`src/rtl/clkmap_pkg.sv`:
```
package clkmap_pkg;

    localparam int DATA_W   = 8;
    localparam int ADDR_W   = 3;
    localparam int NUM_REGS = 8;
    localparam int CLK_REGS = 7;

    typedef logic [DATA_W-1:0] byte_t;
    typedef logic [ADDR_W-1:0] addr_t;

    localparam addr_t CTRL_ADDR = addr_t'(NUM_REGS - 1);

    // One decoded host access, valid for a single cycle.
    typedef struct packed {
        logic  rd_clk;
        logic  rd_ctl;
        logic  wr_clk;
        logic  wr_ctl;
        addr_t addr;
        byte_t data;
    } access_t;

    function automatic logic is_clock_addr(addr_t a);
        return int'(a) < CLK_REGS;
    endfunction

    function automatic addr_t next_addr(addr_t a);
        if (int'(a) == NUM_REGS - 1)
            return '0;
        return a + addr_t'(1);
    endfunction

endpackage

```
`src/rtl/clkmap_access.sv`:
```
module clkmap_access
    import clkmap_pkg::*;
(
    input  logic    clk,
    input  logic    rst,
    input  logic    host_rd,
    input  logic    host_wr,
    input  logic    host_seq,
    input  addr_t   host_addr,
    input  byte_t   host_wdata,
    output access_t acc
);

    addr_t ptr_q;
    addr_t eff_addr;
    logic  any_access;

    assign eff_addr   = host_seq ? ptr_q : host_addr;
    assign any_access = host_rd | host_wr;

    always_comb begin
        acc        = '0;
        acc.addr   = eff_addr;
        acc.data   = host_wdata;
        acc.wr_clk = host_wr & is_clock_addr(eff_addr);
        acc.wr_ctl = host_wr & ~is_clock_addr(eff_addr);
        acc.rd_clk = host_rd & ~host_wr & is_clock_addr(eff_addr);
        acc.rd_ctl = host_rd & ~host_wr & ~is_clock_addr(eff_addr);
    end

    always_ff @(posedge clk) begin
        if (rst)
            ptr_q <= '0;
        else if (any_access)
            ptr_q <= next_addr(eff_addr);
    end

    // pointer lands one past the accessed location
    assert_ptr_advance_R8: assert property (@(posedge clk) disable iff (rst)
        any_access |=> ptr_q == next_addr($past(eff_addr)));

    // sequential access ignores the supplied address
    assert_seq_uses_ptr_R8: assert property (@(posedge clk) disable iff (rst)
        (host_seq && any_access) |-> acc.addr == ptr_q);

endmodule

```
`src/rtl/clkmap_hold_timer.sv`:
```
module clkmap_hold_timer #(
    parameter int HOLD_CYCLES = 32768
) (
    input  logic clk,
    input  logic rst,
    input  logic start,
    input  logic stop,
    output logic active
);

    localparam int CNT_W = $clog2(HOLD_CYCLES + 1);
    localparam logic [CNT_W-1:0] LAST = CNT_W'(HOLD_CYCLES - 1);

    logic [CNT_W-1:0] cnt_q;
    logic             expire;

    assign expire = active && (cnt_q == LAST);

    always_ff @(posedge clk) begin
        if (rst) begin
            active <= 1'b0;
            cnt_q  <= '0;
        end else if (stop || expire) begin
            active <= 1'b0;
            cnt_q  <= '0;
        end else if (active) begin
            cnt_q  <= cnt_q + CNT_W'(1);
        end else if (start) begin
            active <= 1'b1;
            cnt_q  <= '0;
        end
    end

    // the window never exceeds its bound
    assert_window_bound_R6: assert property (@(posedge clk) disable iff (rst)
        active |-> cnt_q <= LAST);

    // end of transfer closes the session
    assert_end_closes_R5: assert property (@(posedge clk) disable iff (rst)
        (active && stop) |=> !active);

    // a clock read opens a session
    assert_read_opens_R4: assert property (@(posedge clk) disable iff (rst)
        (start && !active && !stop) |=> active);

endmodule

```
`src/rtl/clkmap_shadow.sv`:
```
module clkmap_shadow
    import clkmap_pkg::*;
(
    input  logic                       clk,
    input  logic                       rst,
    input  logic                       freeze,
    input  access_t                    acc,
    input  logic [CLK_REGS*DATA_W-1:0] live_time,
    output byte_t [CLK_REGS-1:0]       vis
);

    for (genvar i = 0; i < CLK_REGS; i++) begin : g_byte
        logic hit;
        assign hit = acc.wr_clk && (acc.addr == addr_t'(i));

        always_ff @(posedge clk) begin
            if (rst)
                vis[i] <= '0;
            else if (hit)
                vis[i] <= acc.data;
            else if (!freeze)
                vis[i] <= live_time[i*DATA_W +: DATA_W];
        end
    end

    // nothing but a host write moves the copy during a hold
    assert_frozen_copy_R4: assert property (@(posedge clk) disable iff (rst)
        (freeze && !acc.wr_clk) |=> $stable(vis));

    // when idle the copy tracks the counters
    assert_tracks_live_R3: assert property (@(posedge clk) disable iff (rst)
        (!freeze && !acc.wr_clk) |=> vis == $past(live_time));

endmodule

```
`src/rtl/clkmap_ctrl_read.sv`:
```
module clkmap_ctrl_read
    import clkmap_pkg::*;
#(
    parameter byte_t CTRL_RESET = 8'h80
) (
    input  logic                 clk,
    input  logic                 rst,
    input  access_t              acc,
    input  byte_t [CLK_REGS-1:0] vis,
    output byte_t                rd_data,
    output logic                 rd_valid,
    output logic                 out_pull_en
);

    byte_t ctrl_q;

    always_ff @(posedge clk) begin
        if (rst)
            ctrl_q <= CTRL_RESET;
        else if (acc.wr_ctl)
            ctrl_q <= acc.data;
    end

    assign out_pull_en = ~ctrl_q[DATA_W-1];

    always_ff @(posedge clk) begin
        if (rst) begin
            rd_data  <= '0;
            rd_valid <= 1'b0;
        end else begin
            rd_valid <= acc.rd_clk | acc.rd_ctl;
            if (acc.rd_ctl)
                rd_data <= ctrl_q;
            else if (acc.rd_clk)
                rd_data <= vis[acc.addr];
        end
    end

    // the pin follows the last control write
    assert_pin_follows_R10: assert property (@(posedge clk) disable iff (rst)
        acc.wr_ctl |=> out_pull_en == !$past(acc.data[DATA_W-1]));

    // read data is valid exactly one cycle after a strobe
    assert_valid_timing_R2: assert property (@(posedge clk) disable iff (rst)
        (acc.rd_clk || acc.rd_ctl) |=> rd_valid);

endmodule

```
`src/rtl/clkmap_regif.sv`:
```
module clkmap_regif
    import clkmap_pkg::*;
#(
    parameter int    HOLD_CYCLES = 32768,
    parameter byte_t CTRL_RESET  = 8'h80
) (
    input  logic        clk,
    input  logic        rst,
    input  logic        host_rd,
    input  logic        host_wr,
    input  logic        host_seq,
    input  logic        host_end,
    input  logic [2:0]  host_addr,
    input  logic [7:0]  host_wdata,
    output logic [7:0]  rd_data,
    output logic        rd_valid,
    input  logic [55:0] live_time,
    output logic        load_en,
    output logic [2:0]  load_addr,
    output logic [7:0]  load_data,
    output logic        out_pull_en
);

    access_t              acc;
    logic                 hold_active;
    logic                 freeze;
    byte_t [CLK_REGS-1:0] vis;

    clkmap_access u_access (
        .clk        (clk),
        .rst        (rst),
        .host_rd    (host_rd),
        .host_wr    (host_wr),
        .host_seq   (host_seq),
        .host_addr  (host_addr),
        .host_wdata (host_wdata),
        .acc        (acc)
    );

    clkmap_hold_timer #(.HOLD_CYCLES(HOLD_CYCLES)) u_hold (
        .clk    (clk),
        .rst    (rst),
        .start  (acc.rd_clk),
        .stop   (host_end),
        .active (hold_active)
    );

    // The strobe cycle itself is frozen so the first byte matches the rest.
    assign freeze = hold_active | acc.rd_clk;

    clkmap_shadow u_shadow (
        .clk       (clk),
        .rst       (rst),
        .freeze    (freeze),
        .acc       (acc),
        .live_time (live_time),
        .vis       (vis)
    );

    clkmap_ctrl_read #(.CTRL_RESET(CTRL_RESET)) u_ctrl (
        .clk         (clk),
        .rst         (rst),
        .acc         (acc),
        .vis         (vis),
        .rd_data     (rd_data),
        .rd_valid    (rd_valid),
        .out_pull_en (out_pull_en)
    );

    assign load_en   = acc.wr_clk;
    assign load_addr = acc.addr;
    assign load_data = acc.data;

    // a control write never reaches the counters
    assert_ctrl_no_load_R11: assert property (@(posedge clk) disable iff (rst)
        (host_wr && !host_seq && host_addr == CTRL_ADDR) |-> !load_en);

    // a time write reaches the load port with its byte
    assert_load_pass_R9: assert property (@(posedge clk) disable iff (rst)
        (host_wr && !host_seq && host_addr != CTRL_ADDR) |->
            (load_en && load_data == host_wdata && load_addr == host_addr));

endmodule

```
`config.mk`:
```
export PLATFORM = sky130hd
export DESIGN_NAME = clkmap_regif
export DESIGN_NICKNAME = d
export VERILOG_FILES = /design/src/rtl/clkmap_pkg.sv /design/src/rtl/clkmap_access.sv /design/src/rtl/clkmap_hold_timer.sv /design/src/rtl/clkmap_shadow.sv /design/src/rtl/clkmap_ctrl_read.sv /design/src/rtl/clkmap_regif.sv
export SDC_FILE = /design/constraint.sdc
export NUM_CORES = 1
export LEC_CHECK = 0
export ABC_CLOCK_PERIOD_IN_PS = 2440
export BUFFER_PORTS_ARGS = -buffer_cell sky130_fd_sc_hd__buf_2
export CORE_AREA = 2 2 131 133
export DETAILED_ROUTE_END_ITERATION = 16
export DIE_AREA = 0 0 133 135
export SLEW_MARGIN = 5
export SYNTH_ARGS = -nofsm -noshare
export SYNTH_HDL_FRONTEND = slang
export SYNTH_SLANG_ARGS = --single-unit
```
`constraint.sdc`:
```
create_clock -name clk -period 2.44 [get_ports clk]
set_clock_uncertainty 0.1 [all_clocks]
set_input_delay 0.122 -clock clk [delete_from_list [all_inputs] [get_ports clk]]
set_output_delay 0.122 -clock clk [all_outputs]
set_load 0.01 [all_outputs]
```
==> key figures, run 1 <==
Status
  – Status: finished, final reports clean

Logic synthesis
  – Distinct cells, synth: 51
  – #FFs+latches synth: 93
  – Top cells by area, synth: dfxtp_1 (34%), a311oi_2 (11%), nand2_1 (8.4%), nor2_1 (5.5%), a311oi_1 (3.9%)
  – Mapped cell area: 5400 um2
  – Post-Syn Nets: 710
  – Ys flop type: dfxtp_1
  – Leading area contributor after synthesis: dfxtp_1
  – Syn. warnings: 0
  – Sequential fraction of the synthesis area: 34.5%
  – Number of synthesized flops with an enable pin: 0
  – Asr flop ratio synth: 0%
  – Synthesized netlist cell count: 630
  – Synth Area per Inst: 8.57 um2
  – Yosys top cell area share: 34.5%

Placed design
  – Gpl congestion: 0.919
  – Final HPWL DP: 11,700 um
  – Pre-CTS setup slack: 389 ps
  – PortBufs: 94

Clock tree
  – CTS Hold Bufs: 54
  – Sink Count: 93
  – CTS root buf: clkbuf_16
  – Clock H-tree levels: 3
  – Post-CTS sizing: 0
  – Setup bufs post-CTS: 0
  – Skew-Pair Late Insertion Delay: 360 ps
  – Clock Tree Buf Depth: 2
  – CTS clock-pin slew for the worst setup and hold paths: 70 ps
  – CTS buffer count: 9
  – CTS tree: built

Floorplan
  – # rows: 47
  – Core area: 16,400 um2
  – DIE HEIGHT: 135 um
  – Initial Util: 32.9%
  – Top-Level Pins: 95
  – Area of the die: 18,000 um2
  – Die X: 133 um

Pwr
  – Power Density: 588 nW/um2
  – Peak VDD IR: 0.366 mV
  – Pleak: 2.74 nW
  – Sequential power share: 42.1%
  – Sw power: 1.13 mW
  – Comb pwr share: 19.4%
  – Int Pwr: 2.88 mW
  – Sw Ratio: 28.1%
  – Clock power frac: 38.5%

Layout
  – Most common cell after layout, fill and taps aside: nand2_1
  – Most frequent cells in the layout: nand2_1 (121), buf_2 (93), dfxtp_1 (93), nor2_1 (79), dlygate4sd3_1 (54)
  – Final nets: 823
  – Layout area overhead: 26.3%
  – Layout cell share with drive strength beyond 1: 26.5%

Critical path
  – Max incr delay on CP: 470 ps
  – Cells along the critical path: mux2i_2 -> buf_4 -> ha_1 -> and2_1 -> nand2_1 -> buf_4 -> nor2_1 -> a311oi_2
  – Worst R2R Start: u_access.ptr_q[0]
  – Nature of the critical path endpoint: flop
  – Slowest cell on crit path: dfxtp_1
  – Critical Path End: u_shadow.vis[19]
  – Setup crit start: u_access.ptr_q[0]
  – Reg2Reg Depth: 8
  – Worst reg2reg endpoint: u_shadow.vis[19]
  – Most frequent CP cell: buf_4
  – Type of the worst setup path: flop to flop
  – Critical Path RT: 2610 ps
  – CP arrival: 2190 ps
  – Crit start category: flop
  – Worst-path maximum fanout: 16
  – R2R Setup Slk: 410 ps

Drt
  – DR vias/cell: 5.34
  – Antenna-violating nets left: 0
  – Routed WL: 17,100 um
  – Router iterations before antenna repair: 6
  – Drt first-iter violations: 375
  – Number of remaining DRC errors: 0
  – Routed length per placed instance: 17.7 um
  – Via Count: 5,168

Global routing
  – GR Util All Layers: 19.3%
  – Largest net degree at the start of global routing: 57
  – Initial antenna violation count: 1
  – Number of global-route vias before repair: 4,990
  – Grt ovf: 0
  – First-pass GRT wire length: 26,700 um

STA
  – Max Freq: 494 MHz
  – Worst slew pin tran: 559 ps
  – RSZ-0062 raised after global routing: no
  – Setup WS post-layout: 414 ps
  – Final setup fails: 0
  – Min Clock Period, post-route: 2030 ps
  – Slew Limit Fails: 0
  – Final period utilization: 83.0%
  – Final hold violation count: 0
  – Worst slew margin: 62.7%
  – Final TNS setup: 0 ps

Hold path
  – Hold WC Path Type: input port to flop

Run
  – Max-Cap Viols: 0
==> area by class of cell <==
| class | instances | area (um2) |
|---|---|---|
| flip-flops and latches | 93 | 1860 |
| well taps | 220 | 275 |
| clock buffers | 11 | 243 |
| fillers | 1639 | 9590 |
| clock inverters | 4 | 72.6 |
| repair buffers | 171 | 1210 |
| multi-input cells | 463 | 3130 |
| diodes | 1 | 2.50 |
| inverters | 5 | 18.8 |
==> state kept, by name, summed over array words and instances, names as in the netlist <==
name and count:
u_access.ptr_q 3, u_ctrl.rd_data 8, u_shadow.vis 56, u_hold.active 1
u_hold.cnt_q 16, u_ctrl.ctrl_q 8, u_ctrl.rd_valid 1
==> through the flow <==
step | cell area (um2) | total power, mW | instances | hold slack, ps | util (%)
6_report | 6820 | 4.01 | 968 | 5.31 | 41.6
5_1_grt | 6820 | 4.16 | 968 | 7.69 | 41.6
4_1_cts | 6820 | 4.03 | 967 | 1.03 | 41.5
3_5_place_dp | 5960 | 2.43 | 898 | 300 | 36.3
3_3_place_gp | 5960 | 2.42 | 898 | 304 | 36.3
2_1_floorplan | 5400 | 2.19 | 630 | 185 | -
==> logic make-up after synthesis <==
kind of cell | synth area share, %
and+or+nand+nor | 21.9
muxes | 5.91
adders and majority gates | 1.62
AOI/OAI and AO/OA | 28.3
buffers and inverters | 7.76
DFF | 34.5
==> synth_stat cells (6+ instances only) <==
library cell and count:
buf_2 9, dfxtp_1 93, a211oi_1 19, mux2_2 16
a311oi_1 24, buf_1 7, nand2_1 121, o211a_1 7
a221oi_1 16, a311oi_2 40, a21oi_1 17, o21ai_0 13
nand4_1 6, ha_1 7, buf_6 6, buf_4 21
and2_1 13, clkbuf_1 21, nand3_1 15, a21o_1 9
nor2_1 79, mux2i_1 8
==> power groups by stage <==
stage	sequential (mW)	clock, mW	combinational (mW)
global route	1.70	1.62	0.845
floorplan	1.70	0	0.498
finish	1.69	1.54	0.777
detailed placement	1.72	0	0.706
global placement	1.72	0	0.699
CTS	1.69	1.57	0.775
==> metal layers <==
layer | share of wire (%) | up-vias | GRT usage [%]
li1 | - | 2530 | -
met1 | 44 | 2467 | 24.1
met2 | 49 | 147 | 33.4
met3 | 4.5 | 24 | 3.49
met4 | 2.2 | 0 | 6.93
met5 | 0 | - | 0
==> worst min-delay path by stage <==
stage,to,cells after the start,slack (ps),start
after floorplan,u_shadow.vis[0],2,180,live_time[0]
after global placement,u_shadow.vis[45],3,300,live_time[45]
after detailed placement,u_shadow.vis[45],3,300,live_time[45]
after CTS,u_shadow.vis[50],3,1,live_time[50]
after global routing,u_shadow.vis[50],3,8,live_time[50]
final,u_shadow.vis[50],3,5,live_time[50]
==> critical path, delay by kind of cell, from the launching register on <==
kind,cells,cell delay [ps]
compound gates,1,250
flops,1,470
buf+inv,2,450
fa+ha+maj,1,200
simple gates,3,340
mux,1,130
Note: power is estimated with default switching activity, not from simulation.
==> run 2, diff against run 1 <==
--- a/config.mk
+++ b/config.mk
@@ -5,11 +5,12 @@
 export SDC_FILE = /design/constraint.sdc
 export NUM_CORES = 1
 export LEC_CHECK = 0
-export ABC_CLOCK_PERIOD_IN_PS = 2440
+export ABC_AREA = 1
+export ABC_CLOCK_PERIOD_IN_PS = 1800
 export BUFFER_PORTS_ARGS = -buffer_cell sky130_fd_sc_hd__buf_2
-export CORE_AREA = 2 2 131 133
+export CORE_AREA = 2 2 133 135
 export DETAILED_ROUTE_END_ITERATION = 16
-export DIE_AREA = 0 0 133 135
+export DIE_AREA = 0 0 135 137
 export SLEW_MARGIN = 5
 export SYNTH_ARGS = -nofsm -noshare
 export SYNTH_HDL_FRONTEND = slang
==> constraint.sdc (replaced) <==
create_clock -name clk -period 1.8 [get_ports clk]
set_clock_uncertainty 0.1 [all_clocks]
set_input_delay 0.09 -clock clk [delete_from_list [all_inputs] [get_ports clk]]
set_output_delay 0.09 -clock clk [all_outputs]
set_load 0.01 [all_outputs]
==> key figures, run 2 <==
Layout
  – N_diodes: 0 (-1)
  – Reg with most FFs: u_shadow.vis
  – Final Instance Area: 7290 um2 (+6.9%)
  – Final nets: 1,077 (+31%)
  – Layout area overhead: 31.2%
  – Top flop regs: u_shadow.vis x56, u_hold.cnt_q x16
  – Max FFs per register: 56 (unchanged)
  – Most frequent cells in the layout: nand2_1 (247), nand3_1 (118), buf_2 (94), dfxtp_1 (90), inv_1 (88)
  – Util after Layout: 42.7% (+1.2 points)
  – Most common cell after layout, fill and taps aside: nand2_1
  – Layout cell share with drive strength beyond 1: 20.3% (-6.2 points)

Clock tree
  – Sink Count: 93 (unchanged)
  – CTS tree: built
  – Clock H-tree levels: 3 (unchanged)
  – CTS root buf: clkbuf_16
  – Skew-Pair Late Insertion Delay: 350 ps (about the same)
  – Clock Tree Buf Depth: 2 (unchanged)
  – CTS buffer count: 9 (unchanged)
  – CTS clock-pin slew for the worst setup and hold paths: 70 ps (about the same)

Placed design
  – Post-place instance area: 6320 um2 (+6.1%)
  – PortBufs: 94 (unchanged)
  – Gpl congestion: 0.860 (-6.3%)
  – Final HPWL DP: 13,000 um (+11%)

Floorplan
  – Top-Level Pins: 95 (unchanged)
  – DIE HEIGHT: 137 um (+1.5%)
  – Core area: 17,100 um2 (+4.0%)
  – Area of the die: 18,500 um2 (+3.0%)
  – Initial Util: 32.6% (-0.34 points)
  – # rows: 48 (+2.1%)
  – Die X: 135 um (+1.5%)

Run
  – Max-Cap Viols: 0 (unchanged)

Critical path
  – Crit start category: flop
  – Critical Path RT: 1610 ps (-1000 ps)
  – Worst-path maximum fanout: 5 (-11)
  – Type of the worst setup path: flop to output port
  – Nature of the critical path endpoint: output port
  – CP arrival: 1520 ps (-670 ps)

STA
  – Final hold violation count: 0 (unchanged)
  – Final TNS setup: 0 ps (unchanged)
  – Worst slew margin: 53.4% (-9.3 points)
  – Hold WS: 8.03 ps (+2.73 ps)
  – Slew Limit Fails: 0 (unchanged)
  – Final period utilization: 94.9%
  – Max Freq: 586 MHz
  – Final setup fails: 0 (unchanged)
  – Min Clock Period, post-route: 1710 ps
  – RSZ-0062 raised after global routing: yes
  – Worst slew pin tran: 699 ps (+140 ps)

Logic synthesis
  – Asr flop ratio synth: 0% (unchanged)
  – Yosys top cell area share: 33.5% (-0.96 points)
  – Count leader, synth: nand2_1
  – Distinct cells, synth: 32 (-37%)
  – Syn. warnings: 0 (unchanged)
  – Top cells by area, synth: dfxtp_1 (34%), nand2_1 (17%), nand3_1 (11%), a21oi_1 (7.4%), inv_1 (6.0%)
  – Ys flop type: dfxtp_1
  – Mapped cell area: 5560 um2 (+2.9%)
  – Synth Area per Inst: 6.41 um2 (-25%)
  – Top cells by count, synth: nand2_1 (252), nand3_1 (118), dfxtp_1 (93), inv_1 (89), a21oi_1 (82)
  – Post-Syn Nets: 946 (+33%)
  – Synthesized netlist cell count: 866 (+37%)
  – Number of synthesized flops with an enable pin: 0 (unchanged)
  – #FFs+latches synth: 93 (unchanged)
  – Leading area contributor after synthesis: dfxtp_1
  – Sequential fraction of the synthesis area: 33.5% (-0.96 points)

Drt
  – Router iterations before antenna repair: 5 (-1)
  – DR vias/cell: 5.03 (-5.7%)
  – Routed length per placed instance: 15.6 um (-12%)
  – Antenna-violating nets left: 0 (unchanged)
  – Drt first-iter violations: 597 (+59%)
  – Via Count: 6,175 (+19%)
  – Routed WL: 19,100 um (+12%)
  – Number of remaining DRC errors: 0 (unchanged)

Global routing
  – First-pass GRT wire length: 29,900 um (+12%)
  – GR Util All Layers: 20.6% (+1.3 points)
  – Largest net degree at the start of global routing: 61 (+7.0%)
  – Number of global-route vias before repair: 5,769 (+16%)
  – Initial antenna violation count: 0 (-1)
  – Grt ovf: 0 (unchanged)

Pwr
  – Pleak: 3.27 nW (+19%)
  – Power Density: 771 nW/um2 (+31%)
  – Tot Pwr: 5.62 mW (+40%)
  – Peak VDD IR: 0.507 mV (+39%)

Hold path
  – Hold WC Path Type: input port to flop

Status
  – Status: finished, final reports clean
run 2: changes by cell type after synthesis, moves of 19 or more:
cell / previous run / this run
a311oi_2: 40 / 0
nand2_1: 121 / 252
a211oi_1: 19 / 0
a311oi_1: 24 / 0
a21oi_1: 17 / 82
nor2_1: 79 / 32
inv_1: 4 / 89
o21ai_0: 13 / 32
nand4_1: 6 / 39
nand3_1: 15 / 118
run 2: report_power, final:
part | leakage (nW) | switching [mW] | internal (mW)
logic | 2.34 | 0.742 | 0.486
registers | 0.765 | 0.0718 | 2.19
clock network | 0.160 | 0.871 | 1.26
run 2: cells by family after synthesis:
kind of cell	after synthesis	synth area share, %
compound gates	133	12.6
flops	93	33.5
fa+ha+maj	7	1.58
xor+xnor	2	0.315
buf+inv	149	12.1
simple gates	482	39.9
run 2: final timing paths:
check	startpoint	endpoint	slack, ps	depth (start not counted)
max	u_access.ptr_q[0]	load_en	90	8
min	live_time[0]	u_shadow.vis[0]	8	5
max reg2reg	u_access.ptr_q[0]	u_shadow.vis[31]	110	9
min reg2reg	u_access.ptr_q[0]	u_access.ptr_q[0]	380	2
run 2: layer usage:
metal | global-route usage (%) | share of wire, %
met5 | 0 | 0
met4 | 4.86 | 1.6
met3 | 3.89 | 5.8
met2 | 33.7 | 46
met1 | 28.2 | 47
run 2: final cells by class:
| class | count | area (um2) |
|---|---|---|
| clock buffers | 11 | 243 |
| fillers | 1815 | 9770 |
| flip-flops and latches | 93 | 1870 |
| inverters | 94 | 353 |
| well taps | 225 | 282 |
| clock inverters | 5 | 82.6 |
| repair buffers | 171 | 1270 |
| multi-input cells | 628 | 3190 |
run 2: stage by stage:
| stage | setup slack (ps) | std cells |
|---|---|---|
| final | 92.1 | 1227 |
| after global routing | -19.8 | 1227 |
| after CTS | 5.28 | 1221 |
| after detailed placement | -50.6 | 1162 |
| after global placement | -13.5 | 1162 |
| after floorplan | 0.175 | 866 |
run 2: what timing repair did:
| item | 4_1_cts | 5_1_grt |
|---|---|---|
| cloned | 2 | 3 |
| resized for setup | 8 | 27 |
| setup endpoints to repair | 30 | 68 |
| hold buffers | 37 | 0 |
| hold endpoints to repair | 38 | 0 |
| buffers inserted | 4 | 3 |
| pin swaps | 0 | 8 |
run 2: critical path, cell delays in order, from the launching register on:
cell     delay, ps
dfxtp_2        350
nand2_2         80
nand2_4        110
nand3_4        120
buf_12         150
nand2_2         90
buf_4          120
inv_1           30
buf_2          120
==> run 3, diff against run 2 <==
--- a/config.mk
+++ b/config.mk
@@ -8,9 +8,9 @@
 export ABC_AREA = 1
 export ABC_CLOCK_PERIOD_IN_PS = 1800
 export BUFFER_PORTS_ARGS = -buffer_cell sky130_fd_sc_hd__buf_2
-export CORE_AREA = 2 2 133 135
+export CORE_AREA = 2 2 124 126
 export DETAILED_ROUTE_END_ITERATION = 16
-export DIE_AREA = 0 0 135 137
+export DIE_AREA = 0 0 126 128
 export SLEW_MARGIN = 5
 export SYNTH_ARGS = -nofsm -noshare
 export SYNTH_HDL_FRONTEND = slang
==> key figures, run 3 (synthesis gave the netlist of run 2 again) <==
Pwr
  – Pleak: 3.26 nW (-0.22%)
  – Sequential power share: 41.7% (+1.5 points)
  – Comb pwr share: 22.2% (+0.4 points)
  – Int Pwr: 3.81 mW (-3.4%)
  – Clock power frac: 36.1% (-1.8 points)
  – Sw Ratio: 29.7% (-0.20 points)
  – Tot Pwr: 5.42 mW (-3.6%)
  – Sw power: 1.61 mW (-4.3%)
  – Peak VDD IR: 0.468 mV (-7.7%)
  – Power Density: 757 nW/um2 (-1.8%)

Drt
  – Routed WL: 18,400 um (-3.6%)
  – Routed length per placed instance: 15.5 um (about the same)
  – Via Count: 6,050 (-2.0%)
  – Drt first-iter violations: 505 (-15%)
  – Number of remaining DRC errors: 0 (unchanged)
  – DR vias/cell: 5.11 (+1.5%)
  – Antenna-violating nets left: 0 (unchanged)
  – Router iterations before antenna repair: 5 (unchanged)

Critical path
  – Worst reg2reg endpoint: u_shadow.vis[40]
  – Reg2Reg Depth: 10 (+1)
  – Crit start category: flop
  – CP arrival: 1540 ps (+20 ps)
  – Critical Path RT: 1610 ps (about the same)
  – Critical Path End: load_en
  – Cells along the critical path: nand2_2 -> nand2_4 -> nand3_4 -> buf_12 -> nand2_2 -> buf_4 -> inv_1 -> buf_2
  – Worst-path maximum fanout: 6 (+1)
  – CP Buf/Inv Count: 4 (unchanged)
  – Worst R2R Start: u_access.ptr_q[1]
  – CP Depth: 8 (unchanged)
  – Nature of the critical path endpoint: output port
  – R2R Setup Slk: 100 ps (about the same)
  – Family with the most delay on the worst path: buffers and inverters
  – Most frequent CP cell: nand2_2
  – Setup crit start: u_access.ptr_q[0]
  – Type of the worst setup path: flop to output port
  – Slowest cell on crit path: dfxtp_1
  – Max incr delay on CP: 360 ps (about the same)

Floorplan
  – Initial Util: 37.4% (+4.8 points)
  – Top-Level Pins: 95 (unchanged)
  – Area of the die: 16,100 um2 (-13%)
  – Die X: 126 um (-6.7%)
  – DIE HEIGHT: 128 um (-6.6%)
  – Core area: 14,900 um2 (-13%)
  – # rows: 45 (-6.3%)

Clock tree
  – CTS root buf: clkbuf_16
  – Clock H-tree levels: 3 (unchanged)
  – Skew-Pair Late Insertion Delay: 350 ps (about the same)
  – CTS clock-pin slew for the worst setup and hold paths: 70 ps (about the same)
  – Sink Count: 93 (unchanged)
  – CTS buffer count: 9 (unchanged)
  – CTS tree: built
  – Clock Tree Buf Depth: 2 (unchanged)

Global routing
  – Number of global-route vias before repair: 5,422 (-6.0%)
  – Initial antenna violation count: 0 (unchanged)
  – Grt ovf: 0 (unchanged)
  – Largest net degree at the start of global routing: 61 (unchanged)
  – First-pass GRT wire length: 28,300 um (-5.2%)
  – GR Util All Layers: 22.2% (+1.6 points)

Layout
  – Top flop regs: u_shadow.vis x56, u_hold.cnt_q x16
  – FILL cells: 1,594 (-12%)
  – Layout Cells excl Fill: 1,184 (-3.5%)
  – Multi-input gate area in the final layout: 3100 um2 (-2.7%)
  – N_diodes: 0 (unchanged)
  – Layout area overhead: 28.8%
  – Util after Layout: 48.1% (+5.4 points)
  – Layout cell share with drive strength beyond 1: 19.4% (-0.88 points)
  – Most frequent cells in the layout: nand2_1 (247), nand3_1 (118), buf_2 (94), dfxtp_1 (92), inv_1 (89)
  – Max FFs per register: 56 (unchanged)
  – Storage cell area: 1860 um2 (-0.13%)
  – Reg with most FFs: u_shadow.vis
  – Final nets: 1,073 (-0.37%)
  – Final Instance Area: 7150 um2 (-1.9%)
  – Most common cell after layout, fill and taps aside: nand2_1

Placed design
  – Post-place instance area: 6320 um2 (about the same)
  – Gpl congestion: 0.898 (+4.4%)
  – Placed cells: 1,127 (-3.0%)
  – Pre-CTS setup slack: 33.6 ps (+84.2 ps)
  – Final HPWL DP: 12,500 um (-3.7%)
  – PortBufs: 94 (unchanged)

STA
  – Final TNS setup: 0 ps (unchanged)
  – RSZ-0062 raised after global routing: yes
  – Setup WS post-layout: 73.2 ps (-18.8 ps)
  – Slew Limit Fails: 0 (unchanged)
  – Max Freq: 579 MHz (-1.1%)
  – Min Clock Period, post-route: 1730 ps (+18.8 ps)
  – Worst slew margin: 64.2% (+11 points)
  – Final hold violation count: 0 (unchanged)
  – Final period utilization: 95.9% (+1.0 points)
  – Final setup fails: 0 (unchanged)
  – Hold WS: 1.16 ps (-6.87 ps)
  – Worst slew pin tran: 536 ps (-163 ps)

Run
  – Max-Cap Viols: 0 (unchanged)

Status
  – Status: finished, final reports clean

Hold path
  – Hold WC Path Type: input port to flop
  – Hold Startpoint: live_time[16]
## run 3: cell type report
| type | instances | share of cell area [%] |
|---|---|---|
| clock buffer | 11 | 3.53 |
| multi-input combinational | 625 | 43.4 |
| timing repair buffer | 170 | 18.2 |
| clock inverter | 3 | 0.647 |
| tap | 188 | 3.29 |
| sequential | 93 | 26.0 |
| inverter | 94 | 4.93 |
## run 3: how the worst min path moves through the flow
stage | end | slack, ps | depth (start not counted)
floorplan | u_ctrl.ctrl_q[7] | 120 | 2
global placement | u_shadow.vis[26] | 230 | 3
detailed placement | u_shadow.vis[26] | 240 | 3
CTS | u_shadow.vis[16] | 0.7 | 5
global route | u_shadow.vis[50] | 20 | 5
finish | u_shadow.vis[16] | 1 | 5
## run 3: power groups by stage
stage | registers, mW | logic [mW] | clock network, mW
global placement | 2.30 | 1.08 | 0
floorplan | 2.29 | 0.713 | 0
global route | 2.27 | 1.33 | 2.07
finish | 2.26 | 1.20 | 1.96
detailed placement | 2.30 | 1.09 | 0
CTS | 2.26 | 1.16 | 1.98
## run 3: what timing repair did
item / in CTS / in global routing
setup endpoints to repair: 1 / 35
resized for setup: 5 / 9
cloned: 1 / 3
pin swaps: 0 / 6
hold buffers: 33 / 0
setup buffers: 0 / 6
hold endpoints to repair: 34 / 0
## run 3: worst reg2reg max path: stages (launching register included)
cell and delay (ps):
dfxtp_1 320, inv_1 60, nand2_1 70, nand2_2 120, ha_1 180, inv_1 70
nor2_4 140, nand3_4 220, nand2_4 190, nand2_1 70, a21oi_1 110
## run 3: per-layer routing
metal | share of wire, % | track usage, % | wire (um) | vias up
met5 | 0 | 0 | 0 | -
met4 | 1.3 | 5.69 | 236 | 0
met3 | 7.6 | 4.92 | 1400 | 21
met2 | 46 | 35.0 | 8400 | 217
met1 | 45 | 30.9 | 8360 | 2731
li1 | - | - | - | 3081
